**src/rtl/guard_pkg.sv**
```systemverilog
package guard_pkg;
  localparam int ADDR_W   = 32;
  localparam int BASE_LSB = 9;
  localparam int CODE_W   = 5;
  localparam int BASE_W   = ADDR_W - BASE_LSB;
  // control word bit positions; software relies on these
  localparam int EN_BIT   = 31;
  localparam int TEST_BIT = 30;
  localparam int GRD_BIT  = 19;
  localparam int GWR_BIT  = 9;
  localparam int RD_LSB   = 10;
  localparam int WR_LSB   = 0;

  typedef struct packed {
    logic              valid;
    logic              is_write;
    logic [ADDR_W-1:0] addr;
  } probe_t;
endpackage

```
**src/rtl/guard_regs.sv**
```systemverilog
module guard_regs
  import guard_pkg::*;
#(
  parameter int NUM_RANGES = 6,
  parameter int SEL_W      = 4
) (
  input  logic                                clk,
  input  logic                                rst_n,
  input  logic                                cfg_we,
  input  logic [SEL_W-1:0]                    cfg_sel,
  input  logic [ADDR_W-1:0]                   cfg_wdata,
  input  logic [ADDR_W-1:0]                   vaddr,
  output logic [ADDR_W-1:0]                   ctrl_q,
  output logic [NUM_RANGES-1:0][BASE_W-1:0]   base_q,
  output logic [NUM_RANGES-1:0][CODE_W-1:0]   code_q,
  output logic [ADDR_W-1:0]                   cfg_rdata
);
  localparam logic [ADDR_W-1:0] ONE        = ADDR_W'(1);
  localparam logic [ADDR_W-1:0] RANGE_BITS = (ONE << NUM_RANGES) - ONE;
  localparam logic [ADDR_W-1:0] CTRL_MASK  = (ONE << EN_BIT) | (ONE << TEST_BIT) |
                                             (ONE << GRD_BIT) | (ONE << GWR_BIT) |
                                             (RANGE_BITS << RD_LSB) | (RANGE_BITS << WR_LSB);
  localparam logic [SEL_W-1:0]  SEL_CTRL   = '0;
  localparam logic [SEL_W-1:0]  SEL_VADDR  = SEL_W'(NUM_RANGES + 1);
  localparam int                GAP_W      = BASE_LSB - CODE_W;

  logic                  ctrl_we;
  logic [ADDR_W-1:0]     ctrl_d;
  logic [NUM_RANGES-1:0] rng_we;

  // next-state
  always_comb begin
    ctrl_we = cfg_we && (cfg_sel == SEL_CTRL);
    ctrl_d  = cfg_wdata & CTRL_MASK;
    for (int i = 0; i < NUM_RANGES; i++) begin
      rng_we[i] = cfg_we && (cfg_sel == SEL_W'(i + 1));
    end
  end

  // registers
  always_ff @(posedge clk or negedge rst_n) begin
    if (!rst_n) begin
      ctrl_q <= '0;
    end else if (ctrl_we) begin
      ctrl_q <= ctrl_d;
    end
  end

  for (genvar g = 0; g < NUM_RANGES; g++) begin : g_win
    always_ff @(posedge clk or negedge rst_n) begin
      if (!rst_n) begin
        base_q[g] <= '0;
        code_q[g] <= '0;
      end else if (rng_we[g]) begin
        base_q[g] <= cfg_wdata[ADDR_W-1:BASE_LSB];
        code_q[g] <= cfg_wdata[CODE_W-1:0];
      end
    end
  end

  // read mux
  always_comb begin
    cfg_rdata = '0;
    if (cfg_sel == SEL_CTRL) cfg_rdata = ctrl_q;
    for (int i = 0; i < NUM_RANGES; i++) begin
      if (cfg_sel == SEL_W'(i + 1)) cfg_rdata = {base_q[i], {GAP_W{1'b0}}, code_q[i]};
    end
    if (cfg_sel == SEL_VADDR) cfg_rdata = vaddr;
  end
endmodule

```
**src/rtl/guard_range_cmp.sv**
```systemverilog
module guard_range_cmp
  import guard_pkg::*;
#(
  parameter int CODE_MIN = 9,
  parameter int CODE_MAX = 21
) (
  input  logic [ADDR_W-1:0] addr,
  input  logic [BASE_W-1:0] base,
  input  logic [CODE_W-1:0] code,
  output logic              hit
);
  logic              code_ok;
  logic [ADDR_W-1:0] keep_mask;
  logic [ADDR_W-1:0] diff;

  always_comb begin
    code_ok   = (code >= CODE_W'(CODE_MIN)) && (code <= CODE_W'(CODE_MAX));
    keep_mask = {ADDR_W{1'b1}} << code;
    diff      = addr ^ {base, {BASE_LSB{1'b0}}};
    hit       = code_ok && ((diff & keep_mask) == '0);
  end
endmodule

```
**src/rtl/guard_verdict.sv**
```systemverilog
module guard_verdict
  import guard_pkg::*;
#(
  parameter int NUM_RANGES = 6
) (
  input  logic                  clk,
  input  logic                  rst_n,
  input  probe_t                probe,
  input  logic [NUM_RANGES-1:0] hit,
  input  logic [ADDR_W-1:0]     ctrl,
  input  logic [1:0]            clr,
  output logic                  rd_viol,
  output logic                  wr_viol,
  output logic [ADDR_W-1:0]     vaddr
);
  logic              any_hit, grant_rd, grant_wr, allowed, fire;
  logic              rd_d, wr_d, cap_we;
  logic [ADDR_W-1:0] vaddr_d;

  always_comb begin
    any_hit  = |hit;
    grant_wr = any_hit ? |(hit & ctrl[WR_LSB +: NUM_RANGES]) : ctrl[GWR_BIT];
    grant_rd = any_hit ? |(hit & ctrl[RD_LSB +: NUM_RANGES]) : ctrl[GRD_BIT];
    allowed  = probe.is_write ? grant_wr : grant_rd;

    rd_d     = rd_viol & ~clr[0];
    wr_d     = wr_viol & ~clr[1];
    fire     = probe.valid && ctrl[EN_BIT] && !allowed && !rd_d && !wr_d;
    cap_we   = fire;
    vaddr_d  = probe.addr;
    if (fire) begin
      rd_d = !probe.is_write;
      wr_d = probe.is_write;
    end
  end

  always_ff @(posedge clk or negedge rst_n) begin
    if (!rst_n) begin
      rd_viol <= 1'b0;
      wr_viol <= 1'b0;
    end else begin
      rd_viol <= rd_d;
      wr_viol <= wr_d;
    end
  end

  always_ff @(posedge clk or negedge rst_n) begin
    if (!rst_n) begin
      vaddr <= '0;
    end else if (cap_we) begin
      vaddr <= vaddr_d;
    end
  end
endmodule

```
**src/rtl/addr_guard.sv**
```systemverilog
module addr_guard
  import guard_pkg::*;
#(
  parameter int NUM_RANGES = 6,
  parameter int CODE_MIN   = 9,
  parameter int CODE_MAX   = 21
) (
  input  logic        clk,
  input  logic        rst_n,
  input  logic        acc_valid,
  input  logic        acc_write,
  input  logic [31:0] acc_addr,
  input  logic        cfg_we,
  input  logic [3:0]  cfg_sel,
  input  logic [31:0] cfg_wdata,
  output logic [31:0] cfg_rdata,
  output logic        rd_viol,
  output logic        wr_viol
);
  localparam logic [3:0] SEL_VADDR = 4'(NUM_RANGES + 1);
  localparam logic [3:0] SEL_TEST  = 4'(NUM_RANGES + 2);

  logic [1:0]                          rst_pipe;
  logic                                rst_core_n;
  logic [ADDR_W-1:0]                   ctrl_q;
  logic [NUM_RANGES-1:0][BASE_W-1:0]   base_q;
  logic [NUM_RANGES-1:0][CODE_W-1:0]   code_q;
  logic [ADDR_W-1:0]                   vaddr_q;
  logic [NUM_RANGES-1:0]               hit;
  probe_t                              probe;
  logic [1:0]                          clr;

  // asynchronous assert, synchronous release
  always_ff @(posedge clk or negedge rst_n) begin
    if (!rst_n) rst_pipe <= '0;
    else        rst_pipe <= {rst_pipe[0], 1'b1};
  end
  assign rst_core_n = rst_pipe[1];

  always_comb begin
    probe = '0;
    if (acc_valid) begin
      probe.valid    = 1'b1;
      probe.is_write = acc_write;
      probe.addr     = acc_addr;
    end else if (cfg_we && (cfg_sel == SEL_TEST) && ctrl_q[TEST_BIT]) begin
      probe.valid    = 1'b1;
      probe.is_write = cfg_wdata[0];
      probe.addr     = {cfg_wdata[ADDR_W-1:2], 2'b00};
    end
    clr = (cfg_we && (cfg_sel == SEL_VADDR)) ? cfg_wdata[1:0] : 2'b00;
  end

  guard_regs #(.NUM_RANGES(NUM_RANGES), .SEL_W(4)) u_regs (
    .clk       (clk),
    .rst_n     (rst_core_n),
    .cfg_we    (cfg_we),
    .cfg_sel   (cfg_sel),
    .cfg_wdata (cfg_wdata),
    .vaddr     (vaddr_q),
    .ctrl_q    (ctrl_q),
    .base_q    (base_q),
    .code_q    (code_q),
    .cfg_rdata (cfg_rdata)
  );

  for (genvar g = 0; g < NUM_RANGES; g++) begin : g_cmp
    guard_range_cmp #(.CODE_MIN(CODE_MIN), .CODE_MAX(CODE_MAX)) u_cmp (
      .addr (probe.addr),
      .base (base_q[g]),
      .code (code_q[g]),
      .hit  (hit[g])
    );
  end

  guard_verdict #(.NUM_RANGES(NUM_RANGES)) u_verdict (
    .clk     (clk),
    .rst_n   (rst_core_n),
    .probe   (probe),
    .hit     (hit),
    .ctrl    (ctrl_q),
    .clr     (clr),
    .rd_viol (rd_viol),
    .wr_viol (wr_viol),
    .vaddr   (vaddr_q)
  );
endmodule

```
**config.mk**
```make
export PLATFORM = sky130hd
export DESIGN_NAME = addr_guard
export DESIGN_NICKNAME = d
export VERILOG_FILES = /design/src/rtl/guard_pkg.sv /design/src/rtl/guard_regs.sv /design/src/rtl/guard_range_cmp.sv /design/src/rtl/guard_verdict.sv /design/src/rtl/addr_guard.sv
export SDC_FILE = /design/constraint.sdc
export NUM_CORES = 1
export LEC_CHECK = 0
export BUFFER_PORTS_ARGS = -buffer_cell sky130_fd_sc_hd__buf_2
export CORE_ASPECT_RATIO = 0.75
export CORE_MARGIN = 3
export CORE_UTILIZATION = 25
export CTS_CLUSTER_SIZE = 40
export DETAILED_ROUTE_END_ITERATION = 6
export PLACE_DENSITY = 0.5
export SETUP_SLACK_MARGIN = 0.3
export SKIP_CTS_REPAIR_TIMING = 1
export SLEW_MARGIN = 30
export SYNTH_ARGS = -nofsm -noshare
export SYNTH_HDL_FRONTEND = slang
export SYNTH_SLANG_ARGS = --single-unit
```
**constraint.sdc**
```tcl
create_clock -name clk -period 6.6 [get_ports clk]
set_input_delay 0 -clock clk [delete_from_list [all_inputs] [get_ports clk]]
set_output_delay 0 -clock clk [all_outputs]
set_load 0.005 [all_outputs]
```
==> impl_metrics.yaml, run 1 <==
floorplan:
  core_region_area_um2: 56120
  die-area_um2: 59790
  die_x_um: 281.4
  fp.dieH_um: 212.5
  start_util_pct: 25.33
  rows: 75
  num_io_pins: 107
logic_synthesis:
  yosys.area.top_type: "dfrtp_1"
  ys_types: 77
  synthArstFlopShare_pct: 100.0
  yosysMostFrequentCell: "dfrtp_1"
  synthesis.area_um2: 14220
  syn-num-nets: 1432
  syn_inst: 1359
  yosys_most_used_dff: "dfrtp_1"
  ys_top_cells_by_area: "dfrtp_1 (39%), mux2_2 (15%), xnor2_1 (5.9%)"
  synthTopCellsByCount: "dfrtp_1 (220), mux2_2 (190), xnor2_1 (95)"
  synth_edf_count: 0
  synth_seq_area_share_pct: 38.73
  avgSynthCellArea_um2: 10.46
  synth_top_area_share_pct: 38.73
  yosys_warnings: 0
  synth-seq-cells: 220
sta:
  tns_ns: 0
  slew_violations: 0
  maxSlewHeadroom_pct: 33.68
  setup_viol: 0
  period_needed_ns: 4.884
  rsz0062_at_grt: "false"
  holdWs_ns: -0.02471
  timing.fmax_mhz: 204.8
  finClkSkew_ns: 0.02359
  hold_viol: 3
  worstMarginPinSlew_ns: 0.9877
  period_share_pct: 73.99
critical_path:
  r2r_slack_ns: 1.72
  r2r-end: "u_verdict.vaddr[13]"
  path_max_fanout: 18
  rr_worst_depth: 13
  startpoint_type: "register"
  r2r-start: "u_regs.ctrl_q[30]"
  arrival_ns: 5.34
  cp.required_ns: 7.05
  endpoint_kind: "register"
  critPathKind: "reg2reg"
pwr:
  powerDensity_nw_per_um2: 315.6
  irDropWorstVdd_uv: 164.9
  p_leak_nw: 6.814
place:
  dp_hpwl_mm: 49.68
  port-buffer-count: 106
  dp.cells: 2120
  place.gp.congestion: 1.045
clocking:
  htree_levels: 1
  clock_path_buffers: 3
  insertion_delay_ns: 0.55
  path_clk_slew_ns: 0.07
  cts_sinks: 220
  cts_tree: "yes"
  clock-root-buffer: "clkbuf_16"
  numCtsBuffers: 24
detailed_routing:
  routedWlPerCell_um: 29.70
  via_per_inst: 5.619
  vias: 12470
  ant_nets: 0
  drt_first_iter_violations: 1567
  routed_wl_mm: 65.94
  drc_errors: 0
  first_pass_iters: 6
job:
  max-cap-violations: 0
final_layout:
  fin_nets: 1544
  syn_to_final_growth_pct: 18.62
  fillers: 5838
  drive_gt1_share_pct: 27.84
  multi_input_area_um2: 8094
  seq_area_um2: 5509
  fin_cells: 2220
min_path:
  worstHoldStart: "acc_addr[12]"
  min_path_type: "in2reg"
  holdPathStages: 3
  hold_end: "u_verdict.vaddr[12]"
outcome:
  status: "finished with violations"
  failed_checks: "hold timing"
global_routing:
  grt_pass1_wl_mm: 91.67
  grt_max_degree: 107
  grt_usage_pct: 21.61
  grt_pass1_vias: 11640
  grt_overflow: 0
  antenna_found_initial: 2
-- critical path, cell delays in order, from the launching register on --
cell	delay, ns
dfrtp_1	0.42
and4b_2	0.76
buf_4	0.43
a32oi_2	0.30
xnor2_1	0.25
nor4_1	0.44
nand4_1	0.18
nor4bb_1	0.55
a211oi_1	0.17
and3_4	0.23
o32ai_4	0.35
buf_6	0.26
buf_4	0.23
mux2i_1	0.21
-- routing by layer --
| metal | global-route usage, % | wire [um] | vias to the layer above |
|---|---|---|---|
| met5 | 1.522 | 142 | - |
| met4 | 4.620 | 1673 | 4 |
| met3 | 8.289 | 8046 | 89 |
| met2 | 29.80 | 26140 | 686 |
| met1 | 31.51 | 29940 | 6398 |
| li1 | - | - | 5297 |
-- area by class of cell --
type                       instances  area share [%]
multi-input combinational        984           48.00
sequential                       220           32.67
timing repair buffer             196           8.139
tap                              731           5.424
clock buffer                      35           4.051
inverter                          45           1.002
clock inverter                     7          0.6900
antenna                            2         0.02968
-- flip-flops by register name, indices dropped and copies added (netlist names) --
| name | flops |
|---|---|
| rst_pipe | 2 |
| u_regs.base_q | 138 |
| u_regs.code_q | 30 |
| u_regs.ctrl_q | 16 |
| u_verdict.rd_viol | 1 |
| u_verdict.vaddr | 32 |
| u_verdict.wr_viol | 1 |
-- layout by cell type (no fill, tap or decap), types with 7 or more instances in the layout --
cell type	n
and3_1	11
dlygate4sd3_1	54
xor2_1	23
nor2_1	50
buf_4	34
mux2_2	190
o21a_1	9
inv_1	45
o21ai_0	69
a32oi_1	10
a32oi_2	11
nand4_1	14
a21oi_1	41
xnor2_1	95
clkbuf_16	25
a22oi_1	54
a222oi_1	23
o21bai_1	7
buf_2	105
clkbuf_1	8
mux2i_1	58
and2_1	11
nor3_1	17
nand2_1	72
o31ai_1	8
a32oi_4	13
nand3_1	35
a2111oi_0	8
dfrtp_1	219
nand2b_1	20
o211ai_1	19
-- report_power, final --
| group | internal (mW) | switching (mW) |
|---|---|---|
| logic | 0.716 | 0.986 |
| clock network | 0.834 | 0.595 |
| registers | 1.68 | 0.512 |
-- worst max-delay path by stage --
stage	start	to	slack, ns	depth (start not counted)
floorplan	rst_pipe[1]	u_regs.base_q[0]	2.98	0
global placement	cfg_sel[1]	u_verdict.vaddr[18]	1.51	13
detailed placement	cfg_sel[1]	u_verdict.vaddr[19]	1.33	13
CTS	u_regs.ctrl_q[30]	u_verdict.vaddr[22]	1.40	12
global route	u_regs.ctrl_q[30]	u_verdict.vaddr[13]	1.44	13
finish	u_regs.ctrl_q[30]	u_verdict.vaddr[13]	1.72	13
-- logic make-up (layout without fill, tap and decap cells) --
group                    Yosys count  in the layout  synth area share, %
multiplexers                     255            255                20.01
adder cells (fa/ha/maj)            1              1              0.07041
AO/OA/AOI/OAI                    344            344                19.93
buffers and inverters            155            283                4.629
other                              1              3              0.02638
AND/OR/NAND/NOR                  265            265                9.347
XOR/XNOR                         118            118                7.270
flip-flops                       220            220                38.73
-- metrics by stage --
step / total power, mW / worst slack, ns / cell area (um2) / utilization (%)
after floorplan: 3.035 / 2.982 / 14220 / -
after global placement: 3.789 / 1.510 / 15470 / 27.57
after detailed placement: 3.804 / 1.333 / 15470 / 27.58
after CTS: 5.248 / 1.402 / 16270 / 29.00
after global routing: 5.540 / 1.437 / 16860 / 30.04
final: 5.323 / 1.716 / 16860 / 30.05
Power figures use the tool's default switching activity.
==> run 2: changes to the inputs <==
--- a/config.mk
+++ b/config.mk
@@ -11,7 +11,7 @@
 export CORE_UTILIZATION = 25
 export CTS_CLUSTER_SIZE = 40
 export DETAILED_ROUTE_END_ITERATION = 6
-export PLACE_DENSITY = 0.5
+export PLACE_DENSITY = 0.49
 export SETUP_SLACK_MARGIN = 0.3
 export SKIP_CTS_REPAIR_TIMING = 1
 export SLEW_MARGIN = 30
==> constraint.sdc (replaced) <==
create_clock -name clk -period 5 [get_ports clk]
set_input_delay 0 -clock clk [delete_from_list [all_inputs] [get_ports clk]]
set_output_delay 0 -clock clk [all_outputs]
set_load 0.005 [all_outputs]
==> run 2 against run 1 <==
Net effect:
- the flow now finishes without violations
- via count up 0.22%
- clock power rose by 43%
- core utilization grew 0.41 points
- critical path type unchanged
- largest power group unchanged
==> impl_metrics.yaml, run 2 (synthesis results as in run 1) <==
place:
  place.gp.congestion: 1.013
  dp.cells: 2134
  port-buffer-count: 106
  dp_hpwl_mm: 49.78
  postPlaceCellArea_um2: 15620
sta:
  tns_ns: 0
  hold_viol: 0
  timing.fmax_mhz: 225.6
  setup_viol: 0
  period_share_pct: 88.64
  slew_violations: 0
  maxSlewHeadroom_pct: 30.88
  worstMarginPinSlew_ns: 1.034
  finClkSkew_ns: 0.02119
  rsz0062_at_grt: "false"
  period_needed_ns: 4.432
floorplan:
  die_x_um: 281.4
  start_util_pct: 25.33
  core_region_area_um2: 56120
  fp.dieH_um: 212.5
  rows: 75
  die-area_um2: 59790
  num_io_pins: 107
global_routing:
  grt_usage_pct: 21.72
  grt_pass1_vias: 11860
  antenna_found_initial: 1
  grt_max_degree: 147
  grt_pass1_wl_mm: 93.12
  grt_overflow: 0
job:
  max-cap-violations: 0
final_layout:
  fillers: 5822
  largestRegisters: "u_regs.base_q: 138 flops, u_verdict.vaddr: 32 flops, u_regs.code_q: 30 flops"
  fin_cells: 2237
  syn_to_final_growth_pct: 20.23
  largest_register: "u_regs.base_q"
  drive_gt1_share_pct: 28.70
  largest_reg_flops: 138
  layout_commonest_cell: "dfrtp_1"
  fin_nets: 1560
  mostFrequentLayoutCells: "dfrtp_1 (219), mux2_2 (190), buf_2 (105)"
  fin_area_um2: 17090
clocking:
  clock_path_buffers: 3
  path_clk_slew_ns: 0.07
  htree_levels: 1
  insertion_delay_ns: 0.59
  cts_tree: "yes"
  numCtsBuffers: 25
  cts_sinks: 220
  clock-root-buffer: "clkbuf_16"
detailed_routing:
  routed_wl_mm: 65.95
  ant_nets: 0
  drc_errors: 0
  routedWlPerCell_um: 29.48
  first_pass_iters: 6
  drt_first_iter_violations: 1655
  vias: 12500
  via_per_inst: 5.589
critical_path:
  arrival_ns: 4.92
  cp.required_ns: 5.48
  rr_worst_depth: 14
  r2r-end: "u_verdict.vaddr[14]"
  path_max_fanout: 12
  r2r-start: "u_regs.ctrl_q[30]"
  critPathKind: "reg2reg"
  startpoint_type: "register"
  r2r_slack_ns: 0.57
  endpoint_kind: "register"
min_path:
  worstHoldStart: "acc_addr[4]"
  hold_end: "u_verdict.vaddr[4]"
  holdPathStages: 3
  min_path_type: "in2reg"
pwr:
  irDropWorstVdd_uv: 280.9
  p_leak_nw: 6.936
  netSwitchingPower_mw: 2.791
  swShare_pct: 38.94
  clockPowerShare_pct: 28.6
  finalPower_mw: 7.166
  powerDensity_nw_per_um2: 419.3
  p_int_mw: 4.375
  combPwrFrac_pct: 31.1
  seqPwrFrac_pct: 40.3
outcome:
  status: "completed"
-- run 2: cell count changes in the layout (fill, tap and decap cells not counted), moves of 2 or more --
cell / delta
clkbuf_1: -4
buf_4: +10
nor2_4: -2
dlygate4sd3_1: +3
buf_12: +2
clkbuf_8: +6
-- run 2: worst max path at each step --
stage | cells after the start | to | slack [ns] | start
floorplan | 0 | u_regs.base_q[0] | 1.38 | rst_pipe[1]
global placement | 13 | u_verdict.vaddr[7] | 0.78 | u_regs.ctrl_q[30]
detailed placement | 14 | u_verdict.vaddr[14] | 0.57 | u_regs.ctrl_q[30]
CTS | 14 | u_verdict.vaddr[14] | 0.54 | u_regs.ctrl_q[30]
global route | 14 | u_verdict.vaddr[14] | 0.45 | u_regs.ctrl_q[30]
finish | 14 | u_verdict.vaddr[14] | 0.57 | u_regs.ctrl_q[30]
-- run 2: critical path: stages (launching register included) --
cell and delay (ns):
dfrtp_1 0.42, and4b_2 0.39, buf_4 0.26, a32oi_4 0.46, xnor2_1 0.22, a2111oi_0 0.59, nand4bb_1 0.20, a2111oi_2 0.37
buf_4 0.19, a211oi_1 0.06, and3_4 0.24, o32ai_4 0.28, buf_12 0.22, buf_4 0.19, mux2i_1 0.22
-- run 2: area by class of cell --
cell class                      instances  area [um2]  share of cell area (%)
Tap cell                              731       914.6                   5.351
Antenna cell                            1       2.502                 0.01464
Clock inverter                          8       136.4                  0.7980
Multi-Input combinational cell        984        8092                   47.34
Timing Repair Buffer                  211        1518                   8.880
Clock buffer                           37       750.7                   4.392
Sequential cell                       220        5509                   32.23
Inverter                               45       168.9                  0.9883
-- run 2: power by group through the flow --
stage	clock (mW)	sequential (mW)	combinational, mW
2_1_floorplan	0	2.54	1.47
3_5_place_dp	0	2.88	2.14
4_1_cts	2.09	2.85	2.15
5_1_grt	2.16	2.93	2.38
3_3_place_gp	0	2.87	2.13
6_report	2.05	2.89	2.23
-- run 2: metal layers --
metal  routed length, um  share of wire (%)  GRT usage [%]
met2               27310                 41          31.50
met5                   0                  0              0
met1               32080                 49          33.37
met3                5155                7.8          4.029
met4                1411                2.1          4.280
-- run 2: through the flow --
step	setup WS (ns)	utilization [%]	hold slack, ns
finish	0.5680	30.46	0.01333
global route	0.4497	30.45	0.01396
CTS	0.5352	29.41	-0.8229
detailed placement	0.5690	27.83	-0.2116
global placement	0.7811	27.82	-0.2138
floorplan	1.382	-	-0.2956
